<file path="config.mk">
export PLATFORM = sky130hd
export DESIGN_NAME = bank_cs_ctrl
export DESIGN_NICKNAME = d
export VERILOG_FILES = /design/src/rtl/bcc_pkg.sv /design/src/rtl/bcc_regfile.sv /design/src/rtl/bcc_mem_decode.sv /design/src/rtl/bcc_periph_decode.sv /design/src/rtl/bank_cs_ctrl.sv
export SDC_FILE = /design/constraint.sdc
export NUM_CORES = 1
export LEC_CHECK = 0
export BUFFER_PORTS_ARGS = -buffer_cell sky130_fd_sc_hd__buf_2
export CAP_MARGIN = 0
export CORE_AREA = 3 3 174 176
export DETAILED_ROUTE_END_ITERATION = 12
export DIE_AREA = 0 0 177 179
export PLACE_DENSITY_LB_ADDON = 0.1
export SETUP_SLACK_MARGIN = 0.2
export SLEW_MARGIN = 40
export SYNTH_ARGS = -nofsm -noshare
export SYNTH_HDL_FRONTEND = slang
export SYNTH_SLANG_ARGS = --single-unit
</file>
<file path="constraint.sdc">
create_clock -name clk -period 3.65 [get_ports clk]
set_input_delay 0.365 -clock clk [delete_from_list [all_inputs] [get_ports clk]]
set_output_delay 0.365 -clock clk [all_outputs]
set_load 0.01 [all_outputs]
</file>
<file path="src/rtl/bcc_pkg.sv">
package bcc_pkg;
  localparam int ADDR_W = 16;
  localparam int PAGE_W = 8;
  localparam int BANK_W = 4;

  typedef struct packed {
    logic ee;
    logic f1;
    logic f2;
    logic sram;
  } mem_sel_t;

  // peripheral range test on address pages; a zero start page disables it
  function automatic logic page_hit(input logic [PAGE_W-1:0] page,
                                    input logic [PAGE_W-1:0] lo,
                                    input logic [PAGE_W-1:0] hi);
    return (lo != '0) && (page >= lo) && (page <= hi);
  endfunction

  // ranges owned by internal resources while bootstrapping
  function automatic logic boot_owned(input logic [ADDR_W-1:0] a);
    return (a <= 16'h03FF) ||
           ((a >= 16'hB600) && (a <= 16'hBFFF)) ||
           (a >= 16'hFE00);
  endfunction

  // extended address lines: bank inside the window, bottom of device 1 elsewhere
  function automatic logic [BANK_W-1:0] ext_lines(input logic [ADDR_W-1:0] a,
                                                  input logic [BANK_W-1:0] bank);
    if (a[15:14] == 2'b01) return bank;
    return {{(BANK_W-1){1'b0}}, a[14]};
  endfunction
endpackage

</file>
<file path="src/rtl/bcc_regfile.sv">
module bcc_regfile #(
  parameter int NUM_REGS = 16,
  parameter int DATA_W   = 8,
  localparam int IDX_W   = $clog2(NUM_REGS)
) (
  input  logic                       clk,
  input  logic                       rst_n,
  input  logic                       sel,
  input  logic                       rd_wr,
  input  logic [IDX_W-1:0]           idx,
  input  logic [DATA_W-1:0]          wdata,
  output logic [DATA_W-1:0]          rdata,
  output logic [NUM_REGS*DATA_W-1:0] regs_flat
);
  logic [DATA_W-1:0] regs_q [NUM_REGS];
  logic wr_fire;
  logic rd_fire;

  assign wr_fire = sel && !rd_wr;
  assign rd_fire = sel && rd_wr;

  always_ff @(posedge clk or negedge rst_n) begin
    if (!rst_n) begin
      for (int i = 0; i < NUM_REGS; i++) regs_q[i] <= '0;
    end else if (wr_fire) begin
      regs_q[idx] <= wdata;
    end
  end

  assign rdata = rd_fire ? regs_q[idx] : '0;

  for (genvar g = 0; g < NUM_REGS; g++) begin : g_flat
    assign regs_flat[g*DATA_W +: DATA_W] = regs_q[g];
  end

  // a write is visible in the addressed register one edge later
  assert_write_lands_R2: assert property (@(posedge clk) disable iff (!rst_n)
    wr_fire |=> regs_q[$past(idx)] == $past(wdata));

  // no access leaves every register unchanged
  assert_hold_idle_R2: assert property (@(posedge clk) disable iff (!rst_n)
    !wr_fire |=> $stable(regs_flat));
endmodule

</file>
<file path="src/rtl/bcc_mem_decode.sv">
module bcc_mem_decode
  import bcc_pkg::*;
(
  input  logic              clk,
  input  logic              rst_n,
  input  logic [ADDR_W-1:0] addr,
  input  logic              prog_cs_n,
  input  logic              gen_cs_n,
  input  logic              boot_mode,
  input  logic [BANK_W-1:0] bank,
  input  logic              ee_swap,
  output mem_sel_t          sel,
  output logic [BANK_W-1:0] ext
);
  logic in_window;
  logic in_common;
  logic in_low;
  logic suppress;

  assign in_window = (addr[15:14] == 2'b01);
  assign in_common = addr[15];
  assign in_low    = (addr[15:14] == 2'b00);
  assign suppress  = boot_mode && boot_owned(addr);

  always_comb begin
    sel = '0;
    if (!suppress) begin
      if (!prog_cs_n && in_window) begin
        if (ee_swap)                sel.ee = 1'b1;
        else if (bank[BANK_W-1])    sel.f2 = 1'b1;
        else                        sel.f1 = 1'b1;
      end else if (!prog_cs_n && in_common) begin
        sel.f1 = 1'b1;
      end
      if (!gen_cs_n && in_low) sel.sram = 1'b1;
    end
  end

  assign ext = ext_lines(addr, bank);

  // memory selects are mutually exclusive
  assert_one_mem_R9: assert property (@(posedge clk) disable iff (!rst_n)
    $onehot0(sel));

  // flash and EEPROM need the program strobe, SRAM the general strobe
  assert_prog_qual_R6: assert property (@(posedge clk) disable iff (!rst_n)
    (sel.ee || sel.f1 || sel.f2) |-> !prog_cs_n);
  assert_gen_qual_R6: assert property (@(posedge clk) disable iff (!rst_n)
    sel.sram |-> (!gen_cs_n && addr < 16'h4000));

  // common accesses read from the bottom of device 1
  assert_common_base_R4: assert property (@(posedge clk) disable iff (!rst_n)
    (sel.f1 && in_common) |-> (ext[BANK_W-1:1] == '0));

  // swap never lets flash into the window
  assert_swap_R5: assert property (@(posedge clk) disable iff (!rst_n)
    (ee_swap && in_window) |-> !(sel.f1 || sel.f2));
endmodule

</file>
<file path="src/rtl/bcc_periph_decode.sv">
module bcc_periph_decode
  import bcc_pkg::*;
#(
  parameter int NUM_PERIPH = 3
) (
  input  logic                         clk,
  input  logic                         rst_n,
  input  logic [PAGE_W-1:0]            page,
  input  logic                         suppress,
  input  logic [NUM_PERIPH*PAGE_W-1:0] lo_flat,
  input  logic [NUM_PERIPH*PAGE_W-1:0] hi_flat,
  output logic [NUM_PERIPH-1:0]        cs_n
);
  for (genvar k = 0; k < NUM_PERIPH; k++) begin : g_per
    logic [PAGE_W-1:0] lo;
    logic [PAGE_W-1:0] hi;
    logic              hit;
    assign lo  = lo_flat[k*PAGE_W +: PAGE_W];
    assign hi  = hi_flat[k*PAGE_W +: PAGE_W];
    assign hit = page_hit(page, lo, hi) && !suppress;
    assign cs_n[k] = !hit;

    // a select only fires inside an enabled range
    assert_in_range_R7: assert property (@(posedge clk) disable iff (!rst_n)
      !cs_n[k] |-> (lo != '0 && page >= lo && page <= hi));
  end
endmodule

</file>
<file path="src/rtl/bank_cs_ctrl.sv">
module bank_cs_ctrl
  import bcc_pkg::*;
#(
  parameter int NUM_REGS   = 16,
  parameter int DATA_W     = 8,
  parameter int NUM_PERIPH = 3,
  localparam int IDX_W     = $clog2(NUM_REGS)
) (
  input  logic                  clk,
  input  logic                  rst_n,
  input  logic [15:0]           addr,
  input  logic                  rd_wr,
  input  logic                  io_cs_n,
  input  logic                  prog_cs_n,
  input  logic                  gen_cs_n,
  input  logic                  boot_mode,
  input  logic [DATA_W-1:0]     wdata,
  output logic [DATA_W-1:0]     rdata,
  output logic                  ee_cs_n,
  output logic                  flash1_cs_n,
  output logic                  flash2_cs_n,
  output logic                  sram_cs_n,
  output logic                  win_a14,
  output logic                  win_a15,
  output logic                  ext_a16,
  output logic                  ext_a17,
  output logic [NUM_PERIPH-1:0] periph_cs_n
);
  localparam int BANK_REG = 0;
  localparam int CFG_REG  = 1;
  localparam int PER_BASE = 2;

  logic                         reg_sel;
  logic [NUM_REGS*DATA_W-1:0]   regs_flat;
  logic [BANK_W-1:0]            bank;
  logic                         ee_swap;
  logic                         boot_block;
  mem_sel_t                     msel;
  logic [BANK_W-1:0]            ext;
  logic [NUM_PERIPH*PAGE_W-1:0] lo_flat;
  logic [NUM_PERIPH*PAGE_W-1:0] hi_flat;

  // register page decode: strobe plus A9, A8, A4 clear
  assign reg_sel = !io_cs_n && !addr[9] && !addr[8] && !addr[4];

  bcc_regfile #(.NUM_REGS(NUM_REGS), .DATA_W(DATA_W)) u_regs (
    .clk       (clk),
    .rst_n     (rst_n),
    .sel       (reg_sel),
    .rd_wr     (rd_wr),
    .idx       (addr[IDX_W-1:0]),
    .wdata     (wdata),
    .rdata     (rdata),
    .regs_flat (regs_flat)
  );

  assign bank    = regs_flat[BANK_REG*DATA_W +: BANK_W];
  assign ee_swap = regs_flat[CFG_REG*DATA_W];

  for (genvar k = 0; k < NUM_PERIPH; k++) begin : g_rng
    assign lo_flat[k*PAGE_W +: PAGE_W] = regs_flat[(PER_BASE+2*k)*DATA_W +: PAGE_W];
    assign hi_flat[k*PAGE_W +: PAGE_W] = regs_flat[(PER_BASE+2*k+1)*DATA_W +: PAGE_W];
  end

  assign boot_block = boot_mode && boot_owned(addr);

  bcc_mem_decode u_mem (
    .clk       (clk),
    .rst_n     (rst_n),
    .addr      (addr),
    .prog_cs_n (prog_cs_n),
    .gen_cs_n  (gen_cs_n),
    .boot_mode (boot_mode),
    .bank      (bank),
    .ee_swap   (ee_swap),
    .sel       (msel),
    .ext       (ext)
  );

  bcc_periph_decode #(.NUM_PERIPH(NUM_PERIPH)) u_per (
    .clk      (clk),
    .rst_n    (rst_n),
    .page     (addr[15:8]),
    .suppress (boot_block),
    .lo_flat  (lo_flat),
    .hi_flat  (hi_flat),
    .cs_n     (periph_cs_n)
  );

  assign ee_cs_n     = !msel.ee;
  assign flash1_cs_n = !msel.f1;
  assign flash2_cs_n = !msel.f2;
  assign sram_cs_n   = !msel.sram;
  assign win_a14     = ext[0];
  assign win_a15     = ext[1];
  assign ext_a16     = ext[2];
  assign ext_a17     = ext[3];

  // bootstrap-owned ranges see no external select at the pins
  assert_boot_quiet_R8: assert property (@(posedge clk) disable iff (!rst_n)
    boot_block |-> (ee_cs_n && flash1_cs_n && flash2_cs_n && sram_cs_n && (&periph_cs_n)));

  // read data is zero unless a register read is in progress
  assert_rdata_idle_R2: assert property (@(posedge clk) disable iff (!rst_n)
    !(reg_sel && rd_wr) |-> (rdata == '0));

  // window bank lines reach the pins
  assert_window_lines_R3: assert property (@(posedge clk) disable iff (!rst_n)
    (addr[15:14] == 2'b01) |-> ({ext_a17, ext_a16, win_a15, win_a14} == bank));
endmodule

</file>
==> results of run 1 <==
## kinds of logic (layout without fill, tap and decap cells)
| kind of cell | count (synthesis) | after routing | synth area share |
|---|---|---|---|
| multiplexers | 176 | 176 | 0.323 |
| flip-flops | 128 | 128 | 0.445 |
| AND/OR/NAND/NOR | 77 | 77 | 0.0663 |
| buffers and inverters | 66 | 130 | 0.0367 |
| AO/OA/AOI/OAI | 54 | 54 | 0.0454 |
| adder cells (fa/ha/maj) | 48 | 48 | 0.0835 |
## power breakdown
part	switching [uW]	internal, uW	total (uW)	leakage [uW]
clock network	695	948	1640	0.000272
registers	51.2	1490	1540	0.00176
logic	221	186	407	0.00185
total	967	2620	3590	0.00388
## through the flow
stage	worst slack (ps)	area (um^2)	hold WS [ps]
CTS	840	8440	27.5
detailed placement	847	7880	477
global placement	834	7870	483
finish	872	8480	447
floorplan	1450	7190	69.4
global route	768	8480	470
## final cells by class
| class | instances | area, um^2 |
|---|---|---|
| multi-input cells | 355 | 3730 |
| well taps | 384 | 480 |
| fillers | 2905 | 20300 |
| flip-flops and latches | 128 | 3200 |
| repair buffers | 55 | 345 |
| clock buffers | 18 | 429 |
| clock inverters | 14 | 130 |
| inverters | 43 | 161 |
## cells in the mapped netlist (all sizes together), types with 2 or more instances
library cell  count  area share
nand3b            3      0.0031
nand3            11      0.0094
nand4            10      0.0087
o211ai            4      0.0042
nor3b             2      0.0021
o22ai            11      0.0096
o21a              3      0.0031
nor2              8      0.0063
dfrtp           128        0.45
o21ai             6      0.0042
nor2b             8      0.0070
mux2i            16       0.022
or4               2      0.0026
nand2b            4      0.0035
inv              43       0.022
mux4             32        0.10
clkbuf            9      0.0047
a21oi            23       0.016
and2              3      0.0026
nor4              8      0.0070
nand2            12      0.0073
buf              14      0.0096
ha               48       0.083
and3              3      0.0026
a211o             3      0.0037
mux2            128        0.20
## worst max path at each step
stage                      to  startpoint
2_1_floorplan  periph_cs_n[0]     addr[8]
4_1_cts              rdata[2]     addr[0]
3_5_place_dp         rdata[2]     addr[0]
5_1_grt              rdata[2]     addr[0]
3_3_place_gp         rdata[2]     addr[0]
6_report             rdata[2]     addr[0]
## repair_timing
item                                    CTS  global route
endpoints found under the setup margin    0             0
hold buffers                              0             1
endpoints found under the hold margin     0            52
## layer usage
layer  part of all wire  vias to the layer above
li1                   -                     2172
met1               0.48                     2510
met2               0.48                       69
met3              0.029                        9
met4              0.010                        0
met5                  0                        -
==> impl_metrics.csv, run 1 <==
group,metric,value,unit
finish,drive_gt1_frac,0.416,
cts,clock_path_buffers,2,
sta,fin_crit_sh,0.761,
finish,num-nets-final,679,
global_routing,grt-ovfl-total,0,
worst_setup_path,worstSetupPathType,"in2out",
worst_setup_path,worstReg2RegEnd,"u_regs.regs_flat[22]",
worst_setup_path,crit_required,3280,ps
routing,routed_via_density,4.77,
routing,drtPass1Iterations,4,
place,post-dp-hpwl,15100,um
sta,drv_slew,0,
worst_setup_path,path_cells,"buf_2 > buf_4 > mux4_2 > mux2i_1 > o22ai_1 > buf_2",
routing,ant_nets,0,
power_and_ir_drop,fin_total_pwr,3590,uW
worst_setup_path,cp_common_cell,"buf_2",
worst_setup_path,crit_fanout,20,
cts,cts_root_buf,"clkbuf_16",
synthesis,syn_nets,628,
finish,layout_common_cells,"mux2_2 (128), dfrtp_1 (128), ha_1 (48)",
place,io_buffers,46,
place,dp.cells,963,
sta,rsz0062_at_grt,"no",
synthesis,syn_inst,549,
synthesis,syn_area,0.00719,mm^2
worst_setup_path,crit_family,"buffers and inverters",
place,gp_congestion,0.730,
cts,cts.sink_count,128,
worst_setup_path,critical_path.max_stage_delay,600,ps
cts,cts_resized,0,
floorplan,initial_utilization,0.250,
finish,instances_no_fill,997,
global_routing,antenna_found_initial,0,
global_routing,met3_usage,0.0260,
global_routing,met2_usage,0.236,
worst_setup_path,cp_slowest_cell,"buf_2",
worst_setup_path,cp_num_buf_inv,3,
routing,dr.first_iter.drc_count,210,
routing,routedWlPerCell,21.5,um
finish,syn2layout_area_growth,17.8,%
global_routing,grt_util_met1,0.195,
global_routing,grt_pass1_vias,5096,
run_status,status,"complete, no violations",
sta,fmax,360,MHz
synthesis,synth_warnings,0,
sta,slew_headroom,0.455,
finish,diodes,0,
power_and_ir_drop,ir_drop,0.173,mV
power_and_ir_drop,power_density,423,mW/mm^2
sta,tightest_slew,817,ps
global_routing,groute.usage.overall,0.142,
worst_setup_path,r2r_start,"u_regs.regs_flat[22]",
power_and_ir_drop,power.leakage,0.00388,uW
global_routing,grt_pass1_wl,32900,um
global_routing,grt_busiest_layer,"met2",
floorplan,dieArea,0.0317,mm^2
routing,num_vias,4760,
worst_setup_path,worst-path-stages,6,
cts,cts_setup_buffers,0,
synthesis,synthDistinctLibCells,38,
routing,drcViolationCount,0,
routing,wirelength,21500,um
synthesis,synth_edf_count,0,
floorplan,io_pins,50,
sta,hold_viol_final,0,
synthesis,avgSynthCellArea,13.1,um^2
worst_setup_path,critPathLaunchType,"input pin",
synthesis,ys_seq_elements,128,
worst_setup_path,cp_data_arrival_time,2410,ps
floorplan,fp.coreArea,0.0288,mm^2
worst_setup_path,crit_path_end_kind,"primary output",
synthesis,synth-async-reset-ratio,1.00,
finish,final_core_util,0.294,
hold_path,min_path_type,"in2async",
finish,largest_reg_flops,128,
synthesis,ys.flop_type,"dfrtp_1",
floorplan,dieHeight,179,um
worst_setup_path,rr_worst_depth,1,
floorplan,die_w,177,um
floorplan,std_cell_rows,62,
sta,fin_crit,2780,ps
cts,cts_inserted_buffers,17,
cts,clkLatencyLatePin,410,ps
flow_run,maxCapViolCount,0,
sta,fin_skew,0,ps
sta,setup_violations,0,
cts,cts_tree,"done",
global_routing,grt_max_degree,102,
cts,clkTransAtPathRegs,70,ps
cts,h-tree-depth,4,
worst_setup_path,reg2reg_setup_slack,2780,ps
synthesis,ys_seq_area_frac,0.445,
sta,fin_tns_setup,0,ps
No activity file was read; power rests on OpenSTA's default activity.
==> run 2, diff against run 1 <==
ABC_AREA = 1   (was not set)
CORE_AREA = 3 3 181 183   (was 3 3 174 176)
DIE_AREA = 0 0 184 186   (was 0 0 177 179)
clock period = 2.6 ns   (was 3.65 ns; I/O delays follow)
==> impl_metrics.csv, run 2 <==
group,metric,value,unit
power_and_ir_drop,power_density,589,mW/mm^2
sta,drv_slew,0,
worst_setup_path,critical_path.max_stage_delay,380,ps
cts,h-tree-depth,4,
synthesis,synth_most_common_cell,"nand2_1",
run_status,status,"complete, no violations",
worst_setup_path,cp_slowest_cell,"dfrtp_1",
routing,ant_nets,0,
routing,drcViolationCount,0,
routing,drtPass1Iterations,5,
synthesis,synthTopCellsByArea,"dfrtp_1 (41%), nand2_1 (25%), ha_1 (7.7%)",
place,gp_congestion,0.735,
sta,hold_viol_final,0,
worst_setup_path,crit_fanout,3,
synthesis,synth-async-reset-ratio,1.00,
place,post-dp-hpwl,17100,um
routing,routedWlPerCell,16.1,um
synthesis,yosysTopAreaCellShare,0.411,
synthesis,synth_common_cells,"nand2_1 (525), dfrtp_1 (128), o21ai_1 (92), inv_1 (86), nor2_1 (53)",
sta,tightest_slew,830,ps
place,dpl-instance-area,0.00834,mm^2
sta,fin_crit_sh,0.813,
finish,diodes,0,
worst_setup_path,cp_data_arrival_time,1850,ps
place,dp.cells,1507,
synthesis,ys.flop_type,"dfrtp_1",
hold_path,worstHoldStart,"wdata[5]",
finish,final_common_cell,"nand2_1",
global_routing,grt_pass1_vias,6592,
global_routing,groute.usage.overall,0.153,
cts,cts_setup_buffers,0,
cts,ctsHoldBuffers,1,
worst_setup_path,crit_path_end_kind,"primary output",
sta,rsz0062_at_grt,"no",
worst_setup_path,rr_worst_depth,2,
finish,largest_reg_flops,128,
worst_setup_path,reg2reg_setup_slack,1880,ps
place,io_buffers,46,
floorplan,fp.coreArea,0.0314,mm^2
cts,cts_root_buf,"clkbuf_16",
synthesis,synthDistinctLibCells,24,
routing,routed_via_density,4.27,
place,pre_cts_slack,554,ps
sta,fin_tns_setup,0,ps
worst_setup_path,worstReg2RegEnd,"u_regs.regs_flat[55]",
global_routing,grt-ovfl-total,0,
sta,slew_headroom,0.446,
finish,layout_common_cells,"nand2_1 (525), dfrtp_1 (128), o21ai_1 (92)",
synthesis,syn_area,0.00780,mm^2
worst_setup_path,worst-path-stages,8,
flow_run,maxCapViolCount,0,
sta,setup_violations,0,
global_routing,antenna_found_initial,0,
worst_setup_path,crit_family,"flip-flops",
cts,clkLatencyLatePin,420,ps
cts,cts_inserted_buffers,17,
finish,drive_gt1_frac,0.112,
global_routing,grt_pass1_wl,39900,um
worst_setup_path,cp_num_buf_inv,2,
worst_setup_path,r2r_start,"u_regs.regs_flat[55]",
hold_path,min_path_cells,3,
routing,wirelength,24800,um
routing,dr.first_iter.drc_count,380,
worst_setup_path,crit_required,2340,ps
cts,cts.sink_count,128,
hold_path,min_path_type,"in2reg",
worst_setup_path,path_cells,"inv_1 > ha_1 > a21oi_1 > nor2_1 > nor3_1 > nand2_1 > nand3_1 > buf_2",
cts,cts_resized,0,
finish,syn2layout_area_growth,14.8,%
cts,clkTransAtPathRegs,60,ps
synthesis,synth_warnings,0,
finish,final_area,0.00895,mm^2
sta,setup_ws,486,ps
finish,instances_no_fill,1540,
cts,cts_tree,"done",
global_routing,grt_max_degree,59,
cts,clock_path_buffers,2,
sta,fin_skew,0,ps
synthesis,ys_seq_elements,128,
power_and_ir_drop,ir_drop,0.397,mV
synthesis,syn_nets,1171,
floorplan,dieArea,0.0342,mm^2
worst_setup_path,critPathLaunchType,"register",
worst_setup_path,worstSetupPathType,"reg2out",
floorplan,die_w,184,um
floorplan,std_cell_rows,65,
sta,fmax,473,MHz
floorplan,dieHeight,186,um
hold_path,hold_end,"u_regs.regs_flat[109]",
synthesis,syn_inst,1092,
synthesis,ys_seq_area_frac,0.411,
synthesis,avgSynthCellArea,7.14,um^2
synthesis,synth_area_leader_cell,"dfrtp_1",
sta,fin_crit,2110,ps
floorplan,initial_utilization,0.248,
power_and_ir_drop,power.leakage,0.00456,uW
routing,num_vias,6574,
finish,num-nets-final,1204,
floorplan,io_pins,50,
synthesis,synth_edf_count,0,
run 2: worst max path at each step:
stage,from,end
after floorplan,addr[0],rdata[0]
after CTS,u_regs.regs_flat[37],periph_cs_n[1]
after global routing,u_regs.regs_flat[19],periph_cs_n[0]
after global placement,addr[1],rdata[3]
final,u_regs.regs_flat[37],periph_cs_n[1]
after detailed placement,addr[1],rdata[3]
run 2: worst min-delay path: cells and delay by family:
kind            cells  cell delay, ps
buf+inv             2             250
compound gates      1             180
run 2: where the power goes:
part | internal, uW | total [uW] | switching [uW]
clock network | 1550 | 2460 | 910
registers | 2090 | 2150 | 65.9
logic | 214 | 650 | 436
total | 3860 | 5270 | 1410
run 2: area by class of cell:
type                       count  area [um^2]
fill                        3547        22400
multi-input combinational    827         3920
sequential                   128         3200
tap                          402          503
clock buffer                  22          464
timing repair buffer          63          392
inverter                      88          330
clock inverter                10          135
run 2: stage by stage:
| stage | hold WS [ps] | utilization | power [uW] |
|---|---|---|---|
| 2_1_floorplan | -35.6 | - | 2580 |
| 3_3_place_gp | 233 | 0.266 | 2850 |
| 4_1_cts | 325 | 0.285 | 5360 |
| 5_1_grt | 344 | 0.285 | 5560 |
| 6_report | 314 | 0.285 | 5270 |
| 3_5_place_dp | 226 | 0.266 | 2850 |
run 2: kinds of logic (layout without fill, tap and decap cells):
kind of cell / count (synthesis) / count (layout) / synth area share
adder cells (fa/ha/maj): 48 / 48 / 0.0770
flip-flops: 128 / 128 / 0.411
buffers and inverters: 137 / 183 / 0.0862
AND/OR/NAND/NOR: 621 / 621 / 0.319
AO/OA/AOI/OAI: 158 / 158 / 0.107
run 2: metal layers:
metal,global-route usage,wire length [um],up-vias
met2,0.244,11000,80
met3,0.0229,542,12
met5,0,0,-
met1,0.221,13000,2998
met4,0.0299,183,0
li1,-,-,3484
==> run 3, diff against run 2 <==
ABC_AREA = 0   (was 1)
CORE_AREA = 3 3 174 176   (was 3 3 181 183)
DIE_AREA = 0 0 177 179   (was 0 0 184 186)
clock period = 2.1 ns   (was 2.6 ns; I/O delays follow)
==> impl_metrics.csv, run 3 (synthesized netlist as in run 1, its figures left out) <==
group,metric,value,unit
cts,h-tree-depth,4,
cts,clock_path_buffers,2,
sta,fmax,437,MHz
power_and_ir_drop,power_density,702,mW/mm^2
sta,fin_crit_sh,1.09,
worst_setup_path,crit_fanout,2,
routing,wirelength,21300,um
finish,layout_common_cells,"mux2_2 (128), dfrtp_1 (124), ha_1 (47)",
routing,drcViolationCount,0,
floorplan,die_w,177,um
worst_setup_path,crit_required,1890,ps
routing,dr.first_iter.drc_count,186,
global_routing,grt_pass1_wl,33200,um
sta,slew_headroom,0.611,
sta,hold_viol_final,0,
power_and_ir_drop,power.leakage,0.00411,uW
place,gp_congestion,0.726,
worst_setup_path,reg2reg_setup_slack,1110,ps
cts,cts_inserted_buffers,17,
sta,setup_violations,5,
floorplan,std_cell_rows,62,
global_routing,grt-ovfl-total,0,
cts,clkLatencyLatePin,420,ps
global_routing,grt_pass1_vias,5279,
sta,tightest_slew,583,ps
routing,routedWlPerCell,20.5,um
worst_setup_path,critPathLaunchType,"register",
cts,cts_root_buf,"clkbuf_16",
cts,cts_tree,"done",
worst_setup_path,cp_data_arrival_time,2080,ps
floorplan,initial_utilization,0.250,
finish,syn2layout_area_growth,26.1,%
worst_setup_path,worstSetupPathType,"reg2out",
worst_setup_path,worstReg2RegEnd,"u_regs.regs_flat[16]",
flow_run,maxCapViolCount,0,
place,dpl-instance-area,0.00818,mm^2
worst_setup_path,cp-startpoint,"u_regs.regs_flat[16]",
routing,ant_nets,0,
worst_setup_path,rr_worst_depth,3,
finish,num-nets-final,718,
sta,fin_crit,2290,ps
sta,rsz0062_at_grt,"yes",
finish,final_common_cell,"mux2_2",
floorplan,fp.coreArea,0.0288,mm^2
cts,cts.sink_count,128,
global_routing,groute.usage.overall,0.142,
routing,num_vias,4872,
worst_setup_path,r2r_start,"u_regs.regs_flat[16]",
finish,final_core_util,0.315,
global_routing,grt_max_degree,59,
hold_path,min_path_type,"in2async",
routing,drtPass1Iterations,4,
run_status,status,"finished with violations",
cts,clkTransAtPathRegs,70,ps
worst_setup_path,crit_path_end,"periph_cs_n[0]",
floorplan,dieHeight,179,um
floorplan,dieArea,0.0317,mm^2
run_status,violations,"negative setup slack",
routing,routed_via_density,4.70,
place,post-dp-hpwl,15400,um
finish,diodes,0,
finish,drive_gt1_frac,0.500,
worst_setup_path,crit_path_end_kind,"primary output",
floorplan,io_pins,50,
place,io_buffers,46,
sta,setup_ws,-191,ps
finish,final_area,0.00907,mm^2
power_and_ir_drop,ir_drop,0.434,mV
sta,fin_skew,0,ps
finish,largest_reg_flops,128,
global_routing,antenna_found_initial,0,
sta,drv_slew,0,
## run 3: worst min path at each step
stage / to / from / slack [ps] / cells after the start
2_1_floorplan: u_regs.regs_flat[0] / rst_n / -90 / 0
3_3_place_gp: u_regs.regs_flat[72] / rst_n / 230 / 1
3_5_place_dp: u_regs.regs_flat[72] / rst_n / 240 / 1
4_1_cts: u_regs.regs_flat[23] / wdata[7] / 310 / 2
5_1_grt: u_regs.regs_flat[84] / wdata[4] / 340 / 2
6_report: u_regs.regs_flat[72] / rst_n / 310 / 2
## run 3: repair_timing
action	in CTS	in global routing
pin swaps	14	6
setup endpoints to repair	11	11
resized for setup	34	10
hold buffers	1	0
buffers inserted	7	2
endpoints found under the hold margin	56	0
## run 3: cell type report
cell class / count / area [um^2]
Clock inverter: 15 / 149
Tap cell: 384 / 480
Inverter: 43 / 161
Fill cell: 2924 / 19700
Sequential cell: 128 / 3210
Timing Repair Buffer: 94 / 698
Multi-Input combinational cell: 355 / 3950
Clock buffer: 17 / 425
## run 3: report_power, final
group	total (uW)	switching, uW	internal [uW]
Combinational	810	428	382
Clock	2890	1230	1670
Sequential	2660	80.1	2580
Total	6370	1740	4630
## run 3: stage by stage
step | setup WS (ps) | setup TNS (ps) | power [uW] | hold WS, ps | cells
global placement | -122 | -1250 | 3440 | 229 | 994
floorplan | 249 | 0 | 3120 | -85.6 | 549
detailed placement | -52.6 | -365 | 3460 | 238 | 994
finish | -191 | -464 | 6370 | 314 | 1036
CTS | -219 | -677 | 6460 | 310 | 1034
global route | -308 | -1040 | 6700 | 335 | 1036
## run 3: worst max-delay path: stages (launching register included)
cell,delay (ps)
dfrtp_1,380
ha_1,290
nand2b_4,140
a211o_1,240
o211ai_1,90
a21oi_1,100
o311ai_2,240
buf_2,180
## run 3: metal layers
metal  part of all wire  wire (um)  vias to the layer above  track usage
met3              0.032        686                       23       0.0246
li1                   -          -                     2237            -
met4              0.019        412                        0       0.0435
met5                  0          0                        -            0
met1               0.48      10300                     2535        0.201
met2               0.46       9890                       77        0.223
